File: config.mk
export PLATFORM = sky130hd
export DESIGN_NAME = tmr_capcmp
export DESIGN_NICKNAME = d
export VERILOG_FILES = /design/src/rtl/tmr_pkg.sv /design/src/rtl/tmr_counter.sv /design/src/rtl/tmr_capture.sv /design/src/rtl/tmr_compare.sv /design/src/rtl/tmr_flag.sv /design/src/rtl/tmr_capcmp.sv
export SDC_FILE = /design/constraint.sdc
export NUM_CORES = 1
export LEC_CHECK = 0
export BUFFER_PORTS_ARGS = -buffer_cell sky130_fd_sc_hd__buf_2
export CAP_MARGIN = 30
export CORE_MARGIN = 3
export CORE_UTILIZATION = 40
export DETAILED_ROUTE_END_ITERATION = 12
export GPL_TIMING_DRIVEN = 1
export SETUP_SLACK_MARGIN = 0.15
export SLEW_MARGIN = 15
export SYNTH_ARGS = -nofsm -noshare
export SYNTH_HDL_FRONTEND = slang
export SYNTH_SLANG_ARGS = --single-unit
File: constraint.sdc
create_clock -name clk -period 2.9 [get_ports clk]
set_input_delay 0.29 -clock clk [delete_from_list [all_inputs] [get_ports clk]]
set_output_delay 0.29 -clock clk [all_outputs]
set_load 0.02 [all_outputs]
File: src/rtl/tmr_pkg.sv
package tmr_pkg;

  localparam int REG_AW = 3;
  localparam int NFLAGS = 3;

  // flag / enable indices
  localparam int F_CAP = 0;
  localparam int F_CMP = 1;
  localparam int F_OVF = 2;

  typedef enum logic [REG_AW-1:0] {
    A_CTRL = 3'd0,
    A_STAT = 3'd1,
    A_CNTH = 3'd2,
    A_CNTL = 3'd3,
    A_CAPH = 3'd4,
    A_CAPL = 3'd5,
    A_CMPH = 3'd6,
    A_CMPL = 3'd7
  } reg_addr_e;

  // Edge qualifier: rise_sel=1 picks 0->1, otherwise 1->0.
  function automatic logic active_edge(input logic rise_sel, input logic now_v,
                                       input logic before_v);
    return rise_sel ? (now_v & ~before_v) : (~now_v & before_v);
  endfunction

  // Places the three per-flag bits at 7/6/5 with the low five bits zero.
  function automatic logic [7:0] top3(input logic [NFLAGS-1:0] v);
    return {v[F_CAP], v[F_CMP], v[F_OVF], 5'b00000};
  endfunction

  function automatic logic [7:0] ctrl_byte(input logic [NFLAGS-1:0] ien,
                                           input logic edge_sel, input logic lvl);
    logic [7:0] b;
    b = top3(ien);
    b[1] = edge_sel;
    b[0] = lvl;
    return b;
  endfunction

  function automatic logic [NFLAGS-1:0] ien_from_byte(input logic [7:0] b);
    logic [NFLAGS-1:0] v;
    v[F_CAP] = b[7];
    v[F_CMP] = b[6];
    v[F_OVF] = b[5];
    return v;
  endfunction

endpackage

File: src/rtl/tmr_counter.sv
module tmr_counter #(
  parameter int CW = 16
) (
  input  logic          clk,
  input  logic          rst_n,
  input  logic          tick,
  output logic [CW-1:0] count,
  output logic [CW-1:0] count_next,
  output logic          wrap
);

  function automatic logic [CW-1:0] step(input logic [CW-1:0] c, input logic en);
    return en ? c + 1'b1 : c;
  endfunction

  assign count_next = step(count, tick);
  assign wrap       = tick && (count == {CW{1'b1}});

  always_ff @(posedge clk or negedge rst_n) begin
    if (!rst_n) count <= '0;
    else        count <= count_next;
  end

  a_r3_step: assert property (@(posedge clk) disable iff (!rst_n)
    tick |=> (count == CW'($past(count) + 1'b1)));
  a_r3_hold: assert property (@(posedge clk) disable iff (!rst_n)
    !tick |=> $stable(count));

endmodule

File: src/rtl/tmr_capture.sv
module tmr_capture
  import tmr_pkg::*;
#(
  parameter int CW          = 16,
  parameter int SYNC_STAGES = 2
) (
  input  logic          clk,
  input  logic          rst_n,
  input  logic          pin,
  input  logic          alt,
  input  logic          rise_sel,
  input  logic [CW-1:0] count,
  input  logic          rd_hi,
  input  logic          rd_lo,
  output logic [CW-1:0] cap_val,
  output logic          cap_event,
  output logic          frozen
);

  // chain[SYNC_STAGES-1] is the synchronised level, chain[SYNC_STAGES] its previous value
  logic [SYNC_STAGES:0] chain;
  logic                 pin_edge;

  always_ff @(posedge clk or negedge rst_n) begin
    if (!rst_n) chain <= '0;
    else        chain <= {chain[SYNC_STAGES-1:0], pin};
  end

  assign pin_edge  = active_edge(rise_sel, chain[SYNC_STAGES-1], chain[SYNC_STAGES]);
  assign cap_event = pin_edge | alt;

  always_ff @(posedge clk or negedge rst_n) begin
    if (!rst_n)                     cap_val <= '0;
    else if (cap_event && !frozen)  cap_val <= count;
  end

  always_ff @(posedge clk or negedge rst_n) begin
    if (!rst_n)     frozen <= 1'b0;
    else if (rd_hi) frozen <= 1'b1;
    else if (rd_lo) frozen <= 1'b0;
  end

  a_r8_latch: assert property (@(posedge clk) disable iff (!rst_n)
    (cap_event && !frozen) |=> (cap_val == $past(count)));
  a_r9_hold: assert property (@(posedge clk) disable iff (!rst_n)
    frozen |=> $stable(cap_val));

endmodule

File: src/rtl/tmr_compare.sv
module tmr_compare #(
  parameter int CW = 16
) (
  input  logic          clk,
  input  logic          rst_n,
  input  logic          tick,
  input  logic [CW-1:0] count_next,
  input  logic          wr_hi,
  input  logic          wr_lo,
  input  logic [7:0]    wdata,
  input  logic          lvl,
  output logic [CW-1:0] cmp_val,
  output logic          inhibit,
  output logic          hit,
  output logic          pin
);

  localparam int HI_W = CW - 8;

  function automatic logic match(input logic en, input logic blk,
                                 input logic [CW-1:0] a, input logic [CW-1:0] b);
    return en && !blk && (a == b);
  endfunction

  assign hit = match(tick, inhibit, count_next, cmp_val);

  always_ff @(posedge clk or negedge rst_n) begin
    if (!rst_n) begin
      cmp_val <= '1;
      inhibit <= 1'b0;
    end else if (wr_hi) begin
      cmp_val[CW-1:8] <= wdata[HI_W-1:0];
      inhibit         <= 1'b1;
    end else if (wr_lo) begin
      cmp_val[7:0] <= wdata;
      inhibit      <= 1'b0;
    end
  end

  always_ff @(posedge clk or negedge rst_n) begin
    if (!rst_n)   pin <= 1'b0;
    else if (hit) pin <= lvl;
  end

  a_r5_pin_on_hit: assert property (@(posedge clk) disable iff (!rst_n)
    !$stable(pin) |-> $past(hit));
  a_r4_low_releases: assert property (@(posedge clk) disable iff (!rst_n)
    (wr_lo && !wr_hi) |=> !inhibit);

endmodule

File: src/rtl/tmr_flag.sv
module tmr_flag (
  input  logic clk,
  input  logic rst_n,
  input  logic set,
  input  logic status_rd,
  input  logic pair_acc,
  output logic flag,
  output logic armed
);

  logic clr;
  assign clr = armed && pair_acc;

  always_ff @(posedge clk or negedge rst_n) begin
    if (!rst_n)   flag <= 1'b0;
    else if (set) flag <= 1'b1;
    else if (clr) flag <= 1'b0;
  end

  always_ff @(posedge clk or negedge rst_n) begin
    if (!rst_n)         armed <= 1'b0;
    else if (clr)       armed <= 1'b0;
    else if (status_rd) armed <= flag;
  end

  // a flag only drops after the status-read then paired-access order
  a_r7_clear_order: assert property (@(posedge clk) disable iff (!rst_n)
    $fell(flag) |-> $past(armed && pair_acc));

endmodule

File: src/rtl/tmr_capcmp.sv
module tmr_capcmp
  import tmr_pkg::*;
#(
  parameter int CW = 16
) (
  input  logic              clk,
  input  logic              rst_n,
  input  logic              tick,
  input  logic              reg_rd,
  input  logic              reg_wr,
  input  logic [REG_AW-1:0] reg_addr,
  input  logic [7:0]        reg_wdata,
  output logic [7:0]        reg_rdata,
  input  logic              cap_pin,
  input  logic              cap_alt,
  output logic              cmp_pin,
  output logic              irq
);

  reg_addr_e adr;
  assign adr = reg_addr_e'(reg_addr);

  // decoded accesses
  logic wr_ctrl, wr_stat, wr_cmph, wr_cmpl;
  logic rd_stat, rd_cntl, rd_caph, rd_capl;
  assign wr_ctrl = reg_wr && (adr == A_CTRL);
  assign wr_stat = reg_wr && (adr == A_STAT);
  assign wr_cmph = reg_wr && (adr == A_CMPH);
  assign wr_cmpl = reg_wr && (adr == A_CMPL);
  assign rd_stat = reg_rd && (adr == A_STAT);
  assign rd_cntl = reg_rd && (adr == A_CNTL);
  assign rd_caph = reg_rd && (adr == A_CAPH);
  assign rd_capl = reg_rd && (adr == A_CAPL);

  // control register
  logic [NFLAGS-1:0] ien;
  logic              edge_sel;
  logic              out_lvl;
  logic              unused_wbits;
  assign unused_wbits = ^reg_wdata[4:2];

  always_ff @(posedge clk or negedge rst_n) begin
    if (!rst_n) begin
      ien     <= '0;
      out_lvl <= 1'b0;
    end else if (wr_ctrl) begin
      ien     <= ien_from_byte(reg_wdata);
      out_lvl <= reg_wdata[0];
    end
  end

  // edge select deliberately outside the reset domain
  always_ff @(posedge clk) begin
    if (wr_ctrl) edge_sel <= reg_wdata[1];
  end

  // datapath
  logic [CW-1:0] count, count_next, cap_val, cmp_val;
  logic          wrap, cap_event, cap_frozen, cmp_hit, cmp_inhibit;

  tmr_counter #(.CW(CW)) u_cnt (
    .clk(clk), .rst_n(rst_n), .tick(tick),
    .count(count), .count_next(count_next), .wrap(wrap)
  );

  tmr_capture #(.CW(CW), .SYNC_STAGES(2)) u_cap (
    .clk(clk), .rst_n(rst_n), .pin(cap_pin), .alt(cap_alt),
    .rise_sel(edge_sel), .count(count), .rd_hi(rd_caph), .rd_lo(rd_capl),
    .cap_val(cap_val), .cap_event(cap_event), .frozen(cap_frozen)
  );

  tmr_compare #(.CW(CW)) u_cmp (
    .clk(clk), .rst_n(rst_n), .tick(tick), .count_next(count_next),
    .wr_hi(wr_cmph), .wr_lo(wr_cmpl), .wdata(reg_wdata), .lvl(out_lvl),
    .cmp_val(cmp_val), .inhibit(cmp_inhibit), .hit(cmp_hit), .pin(cmp_pin)
  );

  // flags
  logic [NFLAGS-1:0] flag_set, flag_pair, flags, armed;
  assign flag_set[F_CAP]  = cap_event;
  assign flag_set[F_CMP]  = cmp_hit;
  assign flag_set[F_OVF]  = wrap;
  assign flag_pair[F_CAP] = rd_capl;
  assign flag_pair[F_CMP] = wr_cmpl;
  assign flag_pair[F_OVF] = rd_cntl;

  for (genvar i = 0; i < NFLAGS; i++) begin : g_flag
    tmr_flag u_flag (
      .clk(clk), .rst_n(rst_n), .set(flag_set[i]), .status_rd(rd_stat),
      .pair_acc(flag_pair[i]), .flag(flags[i]), .armed(armed[i])
    );
  end

  assign irq = |(flags & ien);

  // read mux
  always_comb begin
    unique case (adr)
      A_CTRL:  reg_rdata = ctrl_byte(ien, edge_sel, out_lvl);
      A_STAT:  reg_rdata = top3(flags);
      A_CNTH:  reg_rdata = count[CW-1:8];
      A_CNTL:  reg_rdata = count[7:0];
      A_CAPH:  reg_rdata = cap_val[CW-1:8];
      A_CAPL:  reg_rdata = cap_val[7:0];
      A_CMPH:  reg_rdata = cmp_val[CW-1:8];
      A_CMPL:  reg_rdata = cmp_val[7:0];
      default: reg_rdata = '0;
    endcase
  end

  a_r4_blocked_no_flag: assert property (@(posedge clk) disable iff (!rst_n)
    (cmp_inhibit && !flags[F_CMP]) |=> !flags[F_CMP]);
  a_r11_stat_wr_ignored: assert property (@(posedge clk) disable iff (!rst_n)
    (wr_stat && (flag_set == '0)) |=> $stable(flags));
  a_r6_wrap_sets: assert property (@(posedge clk) disable iff (!rst_n)
    wrap |=> flags[F_OVF]);

endmodule

-- After elaboration in Yosys (flattened, before gate mapping)
Cells that the tools add are included.
- output and inout port bits: 10
- register bits after elaboration: 65
- bits of input ports: 18
- word-level logic and storage cells: 80
- add/sub/neg operators: 1
- reduce and logical (&&, ||, !) cells: 27
- bitwise logic cells: 7
- equality and inequality tests: 9
- muxes and demuxes: 19
- operators by type and width (cell ; number):
    $pmux W8 S8 ; 1
    $mux W1 ; 17
    $add A16 B1 Y16 const B ; 1
    $eq A16 B16 Y1 ; 1
    $eq A16 B16 Y1 const B ; 1
    $mux W16 ; 1
    $reduce_bool A2 Y1 ; 8
    $logic_and A1 B1 Y1 ; 14
    $eq A3 B3 Y1 const B ; 4
    $eq A3 B2 Y1 const B ; 2
    $and A3 B3 Y3 ; 1
    $eq A3 B1 Y1 const B ; 1
    $logic_not A3 Y1 ; 1
    $not A1 Y1 ; 3
    $reduce_or A3 Y1 ; 1
    $and A1 B1 Y1 ; 2
    $logic_not A1 Y1 ; 2
    $reduce_and A2 Y1 ; 1
    $or A1 B1 Y1 ; 1

-- Longest topological paths before layout
Gate-level depths: netlist of the first run.
- word-level depth: 5
- gate-level depth with buffers: 9
- gate-level depth less buffers: 8

-- By module
From an unflattened synthesis of the first run, not the netlist that was laid out.
- cell total of the unflattened synthesis: 278
- area, all modules: 3418.3 sq um
- modules (own cells, without submodules) (module ; cells each ; times used ; sequential area each (sq um) ; area each (sq um)):
    tmr_compare ; 62 ; 1 ; 470.5 ; 870.8
    tmr_capture ; 45 ; 1 ; 500.5 ; 797.0
    tmr_capcmp ; 96 ; 1 ; 130.1 ; 795.8
    tmr_counter ; 57 ; 1 ; 400.4 ; 725.7
    tmr_flag ; 6 ; 3 ; 50.0 ; 76.3

-- Worst setup path after synthesis of the first run
No wires, ideal clock.
- path type: reg2reg
- start point: reg u_cnt.count[1]
- end point: reg u_cmp.pin
- slack: 0.412 ns
- required time: 2.775 ns
- stages on the path, launching flop included: 9
- arrival: 2.363 ns
- clock period less this slack: 2.488 ns
- library setup time: 0.125 ns
- path buffers: 0
- path through: dfrtp_1 -> ha_1 -> nand2_1 -> or4_4 -> and3_1 -> a311oi_1 -> o2111a_1 -> and4_4 -> mux2_4
- cells in the longest elaborated chain, start to end: 4
- ends and longest elaborated chain (element ; line ; text):
    from (decl) ; tmr_counter.sv:7 ; output logic [CW-1:0] count,
    from (signal assigned) ; tmr_counter.sv:21 ; else count <= count_next;
    $add A16 B1 Y16 ; tmr_counter.sv:13 ; return en ? c + 1'b1 : c;
    $mux W16 (*) ; tmr_counter.sv:13 ;
    $eq A16 B16 Y1 (*) ; tmr_compare.sv:22 ; return en && !blk && (a == b);
    $logic_and A1 B1 Y1 (*) ; tmr_compare.sv:22 ;
    to (signal assigned) ; tmr_compare.sv:42 ; else if (hit) pin <= lvl;
    to (decl) ; tmr_compare.sv:15 ; output logic pin
Mark *: on every way between the ends. The rest lies on a longest branch, timed or not.
A chain may end at the register's enable or synchronous reset.

-- Worst setup path after layout of the first run
Same ends and word-level chain as after synthesis.

==> results.cfg, run 1 <==
[die]
rows = 33
io_pins = 28
start_util = 0.425
core_um2 = 8460
fp.dieH_um = 101
dieArea_um2 = 10200
die_w_um = 101

[timing]
clock_skew_ns = 0.0117
setup-tns-final_ns = 0
worst_slew_pin_slew_ns = 0.823
finalMaxSlewViolations = 0
slew_headroom = 0.452
hold_viol = 0
fin_crit_ns = 2.57
fmax_mhz = 389
rsz0062_at_grt = false
min_period_over_period = 0.887
setup_viol = 0
whs_ns = 0.0512

[cts]
cts_root_buffer = clkbuf_8
cts_tree = done
clkSinkCount = 65
cts_post_setup_buffers_inserted = 0
cts_buffers = 9
clk_pin_slew_ns = 0.07
cts_hold_buf = 0
htree_levels = 3
ctsResizeCount = 0
cts_buffer_depth = 2
worstSkewPairLatency_ns = 0.34

[drt]
vias_per_cell = 5.63
vias = 2699
drtIter0Drc = 120
wl_per_cell_um = 18.6
wl_mm = 8.89
drtAntennaViolNets = 0
first_pass_iters = 4
route.detailed.drc = 0

[power]
irDropWorstVdd_v = 0.000216
switching_share = 0.324
power_density_nw_per_um2 = 688
p_sw_w = 0.000905
pwr-share-comb = 0.265
p_int_w = 0.00189
clockPowerShare = 0.270
seqPwrFrac = 0.465
p_leak_nw = 1.86

[synth]
async_reset_ff_frac = 0.985
ys_seq_area_frac = 0.459
synth_area_um2 = 3600
yosys.area_share.simple = 0.180
synth-main-ff-cell = dfrtp_1
synth_compound_area_frac = 0.102
synth_warnings = 0
syn-num-nets = 360
ys_types = 62
synth_mux_area_frac = 0.155
synth_top_family_by_area = simple AND/OR/NAND/NOR gates
synth_xor_xnor_area_share = 0.0646
synth_seq_cells = 65
syn_inst = 341
synth.avg_cell_area_um2 = 10.6
synth_edf_count = 1
synth_fa_ha_area_frac = 0.00347

[setup_path]
critPathCaptureType = flip-flop
cpPeakStageDelay_ns = 0.51
crit_chain = ha_1 > nand2_2 > or4_4 > and3_1 > a311oi_1 > o2111a_1 > and4_4 > mux2_4
startpoint_type = flip-flop
critical_path_class = reg2reg
crit_buf_inv = 0
worstPathMaxFanout = 7
cp_data_arrival_time_ns = 2.80
crit_family = simple AND/OR/NAND/NOR gates
cp_slowest_cell = or4_4
required_ns = 3.13

[grt]
grt_max_degree = 65
grt_pass1_wl_mm = 14.5
track_usage = 0.188
grt_pass1_vias = 2624
overflow = 0
antenna_found_initial = 0

[job]
cap_violations = 0

[layout]
num_antenna_cells = 0
mostFrequentLayoutCells = 50 x nand2_1, 47 x dfrtp_1, 35 x mux2_2
final_common_cell = nand2_1
nNetsFinal = 388
layout-area-overhead-vs-synth_pct = 12.5
drive_gt1_frac = 0.332
fillers = 816

[place]
finalWeightedCongestion = 0.858
dpl.hpwl_mm = 6.36
placement.io_buffers = 27

[min_path]
hold_class = in2reg

[run_status]
run_status = complete, no violations
## final timing paths
| path | start | endpoint | slack (ns) | depth (start not counted) |
|---|---|---|---|---|
| max | u_cnt.count[1] | u_cmp.pin | 0.33 | 8 |
| max reg2reg | u_cnt.count[1] | u_cmp.pin | 0.33 | 8 |
| max in group asynchronous | rst_n | u_cnt.count[1] | 2.21 | 2 |
| min reg2reg | u_cap.chain[0] | u_cap.chain[1] | 0.35 | 0 |
| min in group asynchronous | rst_n | u_cap.cap_val[3] | 0.12 | 2 |
| min | cap_pin | u_cap.chain[0] | 0.05 | 1 |
## final cells by class
| class | instances | area, um^2 | share of cell area |
|---|---|---|---|
| Multi-Input combinational cell | 244 | 1820 | 0.450 |
| Sequential cell | 65 | 1650 | 0.408 |
| Timing Repair Buffer | 37 | 210 | 0.0519 |
| Clock buffer | 12 | 145 | 0.0358 |
| Tap cell | 105 | 131 | 0.0324 |
| Clock inverter | 4 | 45.0 | 0.0111 |
| Inverter | 12 | 45.0 | 0.0111 |
## layer usage
layer,routed length [um],share of wire,global-route usage
met2,4110,0.46,0.274
met5,0,0,0
met3,517,0.058,0.0429
met1,4130,0.46,0.270
met4,139,0.016,0.0725
## registers in the layout, summed over array words and instances (netlist names)
name,cells
u_cap.chain,3
u_cnt.count,16
out_lvl,1
u_cap.cap_val,16
g_flag.u_flag.armed,3
u_cmp.pin,1
g_flag.u_flag.flag,3
edge_sel,1
u_cmp.cmp_val,16
u_cmp.inhibit,1
ien,3
u_cap.frozen,1
## power groups by stage
stage	combinational [W]	sequential [W]	clock, W
after floorplan	0.000582	0.00122	0
after global placement	0.000729	0.00130	0
after detailed placement	0.000736	0.00131	0
after CTS	0.000741	0.00130	0.000780
after global routing	0.000818	0.00133	0.000824
final	0.000740	0.00130	0.000754
## synth_stat cells (4+ instances only)
master / n / share of area
nand2_1: 51 / 0.053
dfrtp_1: 48 / 0.33
mux2_2: 35 / 0.11
o21ai_0: 17 / 0.024
dfstp_2: 16 / 0.12
xnor2_1: 13 / 0.032
a21oi_1: 12 / 0.017
inv_1: 12 / 0.013
nand3_1: 12 / 0.017
xor2_1: 11 / 0.027
nor2_1: 10 / 0.010
clkbuf_1: 9 / 0.0094
buf_2: 7 / 0.0097
mux2i_1: 6 / 0.017
nand4_1: 5 / 0.0087
and3_1: 4 / 0.0069
buf_1: 4 / 0.0042
mux4_2: 4 / 0.025
nor3b_1: 4 / 0.0083
nor4_1: 4 / 0.0069
o31ai_1: 4 / 0.0083
## cells by family after synthesis
group / count (synthesis)
flops: 65
xor+xnor: 25
compound gates: 55
fa+ha+maj: 1
buf+inv: 32
mux: 46
simple gates: 117
## metrics by stage
stage	power (W)	setup slack [ns]	cells	cell area (um^2)	util
global route	0.00297	0.160	479	4050	0.479
floorplan	0.00181	0.412	341	3600	-
global placement	0.00203	0.282	463	3860	0.456
CTS	0.00282	0.218	479	4050	0.478
detailed placement	0.00205	0.206	463	3860	0.456
finish	0.00279	0.328	479	4050	0.479
No activity file was read; power rests on OpenSTA's default activity.
==> run 2, diff against run 1 <==
--- a/config.mk
+++ b/config.mk
@@ -9,6 +9,7 @@
 export CAP_MARGIN = 30
 export CORE_MARGIN = 3
 export CORE_UTILIZATION = 40
+export CTS_BUF_LIST = sky130_fd_sc_hd__clkbuf_8 sky130_fd_sc_hd__clkbuf_16
 export DETAILED_ROUTE_END_ITERATION = 12
 export GPL_TIMING_DRIVEN = 1
 export SETUP_SLACK_MARGIN = 0.15
==> run 2 against run 1 <==
  * Sequential cell count unchanged
  * Setup slack better by 0.0025 ns
  * Global-route usage unchanged
  * Clock power fell by 1%
==> results.cfg, run 2 (same netlist as run 1, synthesis figures left out) <==
[layout]
design_area_um2 = 4050
fillers = 816
layout-area-overhead-vs-synth_pct = 12.5
final_common_cell = nand2_1
mostFrequentLayoutCells = 50 x nand2_1, 47 x dfrtp_1, 35 x mux2_2
seq_area_um2 = 1650
top_regs = u_cap.cap_val: 16 flops, u_cmp.cmp_val: 16 flops, u_cnt.count: 16 flops
multiInputGateArea_um2 = 1820
num_antenna_cells = 0
drive_gt1_frac = 0.332
nNetsFinal = 388

[min_path]
min_to = u_cap.chain[0]
hold_class = in2reg
hp-start = cap_pin
whs_path_depth = 1

[timing]
setup-tns-final_ns = 0
clock_skew_ns = 0.0121
slew_headroom = 0.452
finalMaxSlewViolations = 0
hold_viol = 0
rsz0062_at_grt = false
min_period_over_period = 0.886
setup_viol = 0
fmax_mhz = 389
worst_slew_pin_slew_ns = 0.822
whs_ns = 0.0512
fin_crit_ns = 2.57

[power]
switching_share = 0.325
irDropWorstVdd_v = 0.000215
p_int_w = 0.00188
p_leak_nw = 1.87
seqPwrFrac = 0.466
power_density_nw_per_um2 = 686
finalPower_w = 0.00278
clockPowerShare = 0.268
p_sw_w = 0.000903
pwr-share-comb = 0.266

[cts]
cts_buffers = 9
cts_hold_buf = 0
worstSkewPairLatency_ns = 0.34
htree_levels = 3
cts_buffer_depth = 2
cts_tree = done
cts_root_buffer = clkbuf_8
clk_pin_slew_ns = 0.07
clkSinkCount = 65

[die]
rows = 33
io_pins = 28
fp.dieH_um = 101
start_util = 0.425
die_w_um = 101
dieArea_um2 = 10200
core_um2 = 8460

[drt]
drtAntennaViolNets = 0
wl_mm = 8.87
drtIter0Drc = 120
vias_per_cell = 5.63
vias = 2697
route.detailed.drc = 0
first_pass_iters = 4
wl_per_cell_um = 18.5

[setup_path]
r2r_slack_ns = 0.33
r2r_end = u_cmp.pin
r2r_start = u_cnt.count[1]
startpoint_type = flip-flop
worstRegToRegCells = 8
worstPathMaxFanout = 7
critPathCaptureType = flip-flop
cp_data_arrival_time_ns = 2.79
required_ns = 3.12
critical_path_class = reg2reg

[run_status]
run_status = complete, no violations

[place]
finalWeightedCongestion = 0.858
placement.io_buffers = 27
dpl.hpwl_mm = 6.36
place_area_um2 = 3860

[grt]
grt_max_degree = 65
grt_pass1_vias = 2624
grt_pass1_wl_mm = 14.5
antenna_found_initial = 0
overflow = 0
track_usage = 0.188

[job]
cap_violations = 0
run 2: cell types whose count changed in the layout (fill, tap and decap cells not counted):
cell	previous run	this run
clkbuf_1	2	0
inv_1	12	14
run 2: routing by layer:
layer | track usage | vias to the layer above | part of all wire
met2 | 0.274 | 76 | 0.46
met5 | 0 | - | 0
met1 | 0.270 | 1331 | 0.46
met4 | 0.0725 | 0 | 0.016
li1 | - | 1276 | -
met3 | 0.0429 | 14 | 0.065
run 2: worst max-delay path by stage:
stage / from / cells past startpoint / end / slack (ns)
final: u_cnt.count[1] / 8 / u_cmp.pin / 0.33
after global placement: u_cnt.count[1] / 8 / u_cmp.pin / 0.28
after CTS: u_cnt.count[1] / 8 / u_cmp.pin / 0.22
after floorplan: u_cnt.count[1] / 8 / u_cmp.pin / 0.41
after detailed placement: u_cnt.count[1] / 8 / u_cmp.pin / 0.21
after global routing: u_cnt.count[1] / 8 / u_cmp.pin / 0.16
run 2: final cells by class:
class | count | share of cell area
Tap cell | 105 | 0.0324
Inverter | 12 | 0.0111
Clock buffer | 10 | 0.0340
Multi-Input combinational cell | 244 | 0.450
Timing Repair Buffer | 37 | 0.0519
Clock inverter | 6 | 0.0130
Sequential cell | 65 | 0.408
run 2: power by group through the flow:
stage               Clock, W  Combinational [W]  Sequential, W
finish              0.000745           0.000740        0.00130
CTS                 0.000773           0.000741        0.00130
detailed placement         0           0.000736        0.00131
global route        0.000817           0.000818        0.00133
floorplan                  0           0.000582        0.00122
global placement           0           0.000729        0.00130
run 2: critical path: stages, from the launching register on:
cell      delay [ns]
dfrtp_2         0.42
ha_1            0.23
nand2_2         0.13
or4_4           0.51
and3_1          0.19
a311oi_1        0.24
o2111a_1        0.21
and4_4          0.23
mux2_4          0.29
run 2: repair_timing:
item,in CTS,in global routing
gates resized for setup,0,2
setup buffers,0,0
endpoints found under the setup margin,0,1
run 2: stage by stage:
step / setup WS [ns] / util / instances
after floorplan: 0.412 / - / 341
after global placement: 0.282 / 0.456 / 463
after detailed placement: 0.206 / 0.456 / 463
after CTS: 0.218 / 0.478 / 479
after global routing: 0.161 / 0.479 / 479
final: 0.331 / 0.479 / 479
==> run 3, diff against run 2 <==
--- a/config.mk
+++ b/config.mk
@@ -8,10 +8,11 @@
 export BUFFER_PORTS_ARGS = -buffer_cell sky130_fd_sc_hd__buf_2
 export CAP_MARGIN = 30
 export CORE_MARGIN = 3
-export CORE_UTILIZATION = 40
+export CORE_UTILIZATION = 60
 export CTS_BUF_LIST = sky130_fd_sc_hd__clkbuf_8 sky130_fd_sc_hd__clkbuf_16
 export DETAILED_ROUTE_END_ITERATION = 12
 export GPL_TIMING_DRIVEN = 1
+export PLACE_DENSITY = 0.8
 export SETUP_SLACK_MARGIN = 0.15
 export SLEW_MARGIN = 15
 export SYNTH_ARGS = -nofsm -noshare
==> constraint.sdc (replaced) <==
create_clock -name clk -period 2.9 [get_ports clk]
set_input_delay 0.29 -clock clk [delete_from_list [all_inputs] [get_ports clk]]
set_output_delay 0.29 -clock clk [all_outputs]
set_load 0.005 [all_outputs]
==> run 3 against run 2 <==
  * Register-to-register slack got worse by 0.05 ns
  * Die area fell by 32%
  * Wire length fell by 4.4%
  * Critical endpoint unchanged
==> results.cfg, run 3 (same netlist as run 1, synthesis figures left out) <==
[run_status]
run_status = complete, no violations

[cts]
cts_post_setup_buffers_inserted = 0
worstSkewPairLatency_ns = 0.35
cts_buffers = 9
cts_tree = done
htree_levels = 3
cts_buffer_depth = 2
clk_pin_slew_ns = 0.08
clkSinkCount = 65
cts_root_buffer = clkbuf_8

[drt]
vias = 2747
first_pass_iters = 5
drtIter0Drc = 215
route.detailed.drc = 0
vias_per_cell = 6.19
drtAntennaViolNets = 0
wl_per_cell_um = 19.1
wl_mm = 8.48

[die]
core_um2 = 5640
start_util = 0.638
rows = 27
dieArea_um2 = 6970
io_pins = 28
fp.dieH_um = 83.5
die_w_um = 83.5

[job]
cap_violations = 0

[setup_path]
r2r_start = u_cnt.count[1]
required_ns = 3.14
cp_data_arrival_time_ns = 2.86
crit_start = u_cnt.count[1]
startpoint_type = flip-flop
critPathCaptureType = flip-flop
cpPeakStageDelay_ns = 0.52
critical_path_class = reg2reg
cp_slowest_cell = or4_4
crit_chain = ha_1 > nand2_2 > or4_4 > and3_1 > a311oi_1 > o2111a_1 > and4_4 > mux2_4
worstPathMaxFanout = 7

[layout]
seq_area_um2 = 1650
design_area_um2 = 4080
fillers = 410
mostFrequentLayoutCells = 50 x nand2_1, 47 x dfrtp_1, 35 x mux2_2
layout-area-overhead-vs-synth_pct = 13.2
final_common_cell = nand2_1
multiInputGateArea_um2 = 1820
nNetsFinal = 386
final_util = 0.722
stdcell_count = 444
top_regs = u_cap.cap_val: 16 flops, u_cmp.cmp_val: 16 flops, u_cnt.count: 16 flops
num_antenna_cells = 0
drive_gt1_frac = 0.331

[grt]
grt_max_degree = 43
overflow = 0
antenna_found_initial = 0
grt_pass1_wl_mm = 13.9
grt_pass1_vias = 2712
track_usage = 0.254

[timing]
slew_headroom = 0.545
finalMaxSlewViolations = 0
setup-tns-final_ns = 0
fmax_mhz = 381
setup_viol = 0
min_period_over_period = 0.904
rsz0062_at_grt = false
hold_viol = 0
worst_slew_pin_slew_ns = 0.683
fin_crit_ns = 2.62
clock_skew_ns = 0.00996

[place]
finalWeightedCongestion = 0.917
place_area_um2 = 3790
dpl.hpwl_mm = 5.89
placement.io_buffers = 27
placedCellCount = 427

[power]
power_density_nw_per_um2 = 747
irDropWorstVdd_v = 0.000543
finalPower_w = 0.00304
p_leak_nw = 1.87

[min_path]
hold_class = in2reg
hp-start = cap_pin
## run 3: changes by cell type in the layout (fill, tap and decap cells not counted)
cell / before / now
inv_1: 14 / 12
buf_4: 10 / 7
clkinvlp_4: 0 / 3
clkinv_2: 3 / 0
bufinv_16: 1 / 4
clkbuf_8: 10 / 9
dlygate4sd3_1: 0 / 1
## run 3: repair_timing
action / CTS / global route
hold buffers: 1 / 0
gates resized for setup: 0 / 2
endpoints found under the setup margin: 0 / 1
endpoints found under the hold margin: 13 / 0
## run 3: stage by stage
step / hold slack (ns) / worst slack (ns)
5_1_grt: 0.0284 / 0.194
3_3_place_gp: 0.287 / 0.310
3_5_place_dp: 0.293 / 0.199
4_1_cts: 0.0307 / 0.179
6_report: 0.0393 / 0.278
2_1_floorplan: -0.00559 / 0.412
## run 3: report_power, final
| group | leakage, nW | total [W] | internal (W) | switching, W |
|---|---|---|---|---|
| Sequential | 0.779 | 0.00130 | 0.00111 | 0.000190 |
| Clock | 0.122 | 0.00103 | 0.000657 | 0.000375 |
| Combinational | 0.969 | 0.000710 | 0.000358 | 0.000353 |
| Total | 1.87 | 0.00304 | 0.00213 | 0.000918 |
## run 3: layout make-up
class / instances / area share
timing repair buffer: 35 / 0.0485
clock inverter: 7 / 0.0350
tap: 72 / 0.0221
sequential: 65 / 0.406
multi-input combinational: 244 / 0.447
inverter: 12 / 0.0111
clock buffer: 9 / 0.0304
## run 3: per-layer routing
layer	vias to the layer above	part of all wire	GRT usage	wire, um
met5	-	0	0	0
met4	0	0.023	0.0921	194
met3	18	0.076	0.0809	641
met2	104	0.45	0.386	3810
met1	1358	0.45	0.346	3840
li1	1267	-	-	-
## run 3: critical path, delay by kind of cell, from the launching register on
kind                       cells  cell delay, ns
DFF                            1            0.43
adders and majority gates      1            0.24
and+or+nand+nor                4            1.08
AOI/OAI and AO/OA              2            0.47
muxes                          1            0.29
## run 3: path summary, 6_finish.rpt
check	to	slack [ns]	depth (start not counted)
worst min register to register	u_cap.chain[1]	0.35	0
worst min-delay path	u_cap.chain[0]	0.04	1
min in group asynchronous	u_cap.cap_val[10]	0.44	2
worst max register to register	u_cmp.pin	0.28	8
max in group asynchronous	u_cnt.count[1]	1.53	3
worst max-delay path	u_cmp.pin	0.28	8
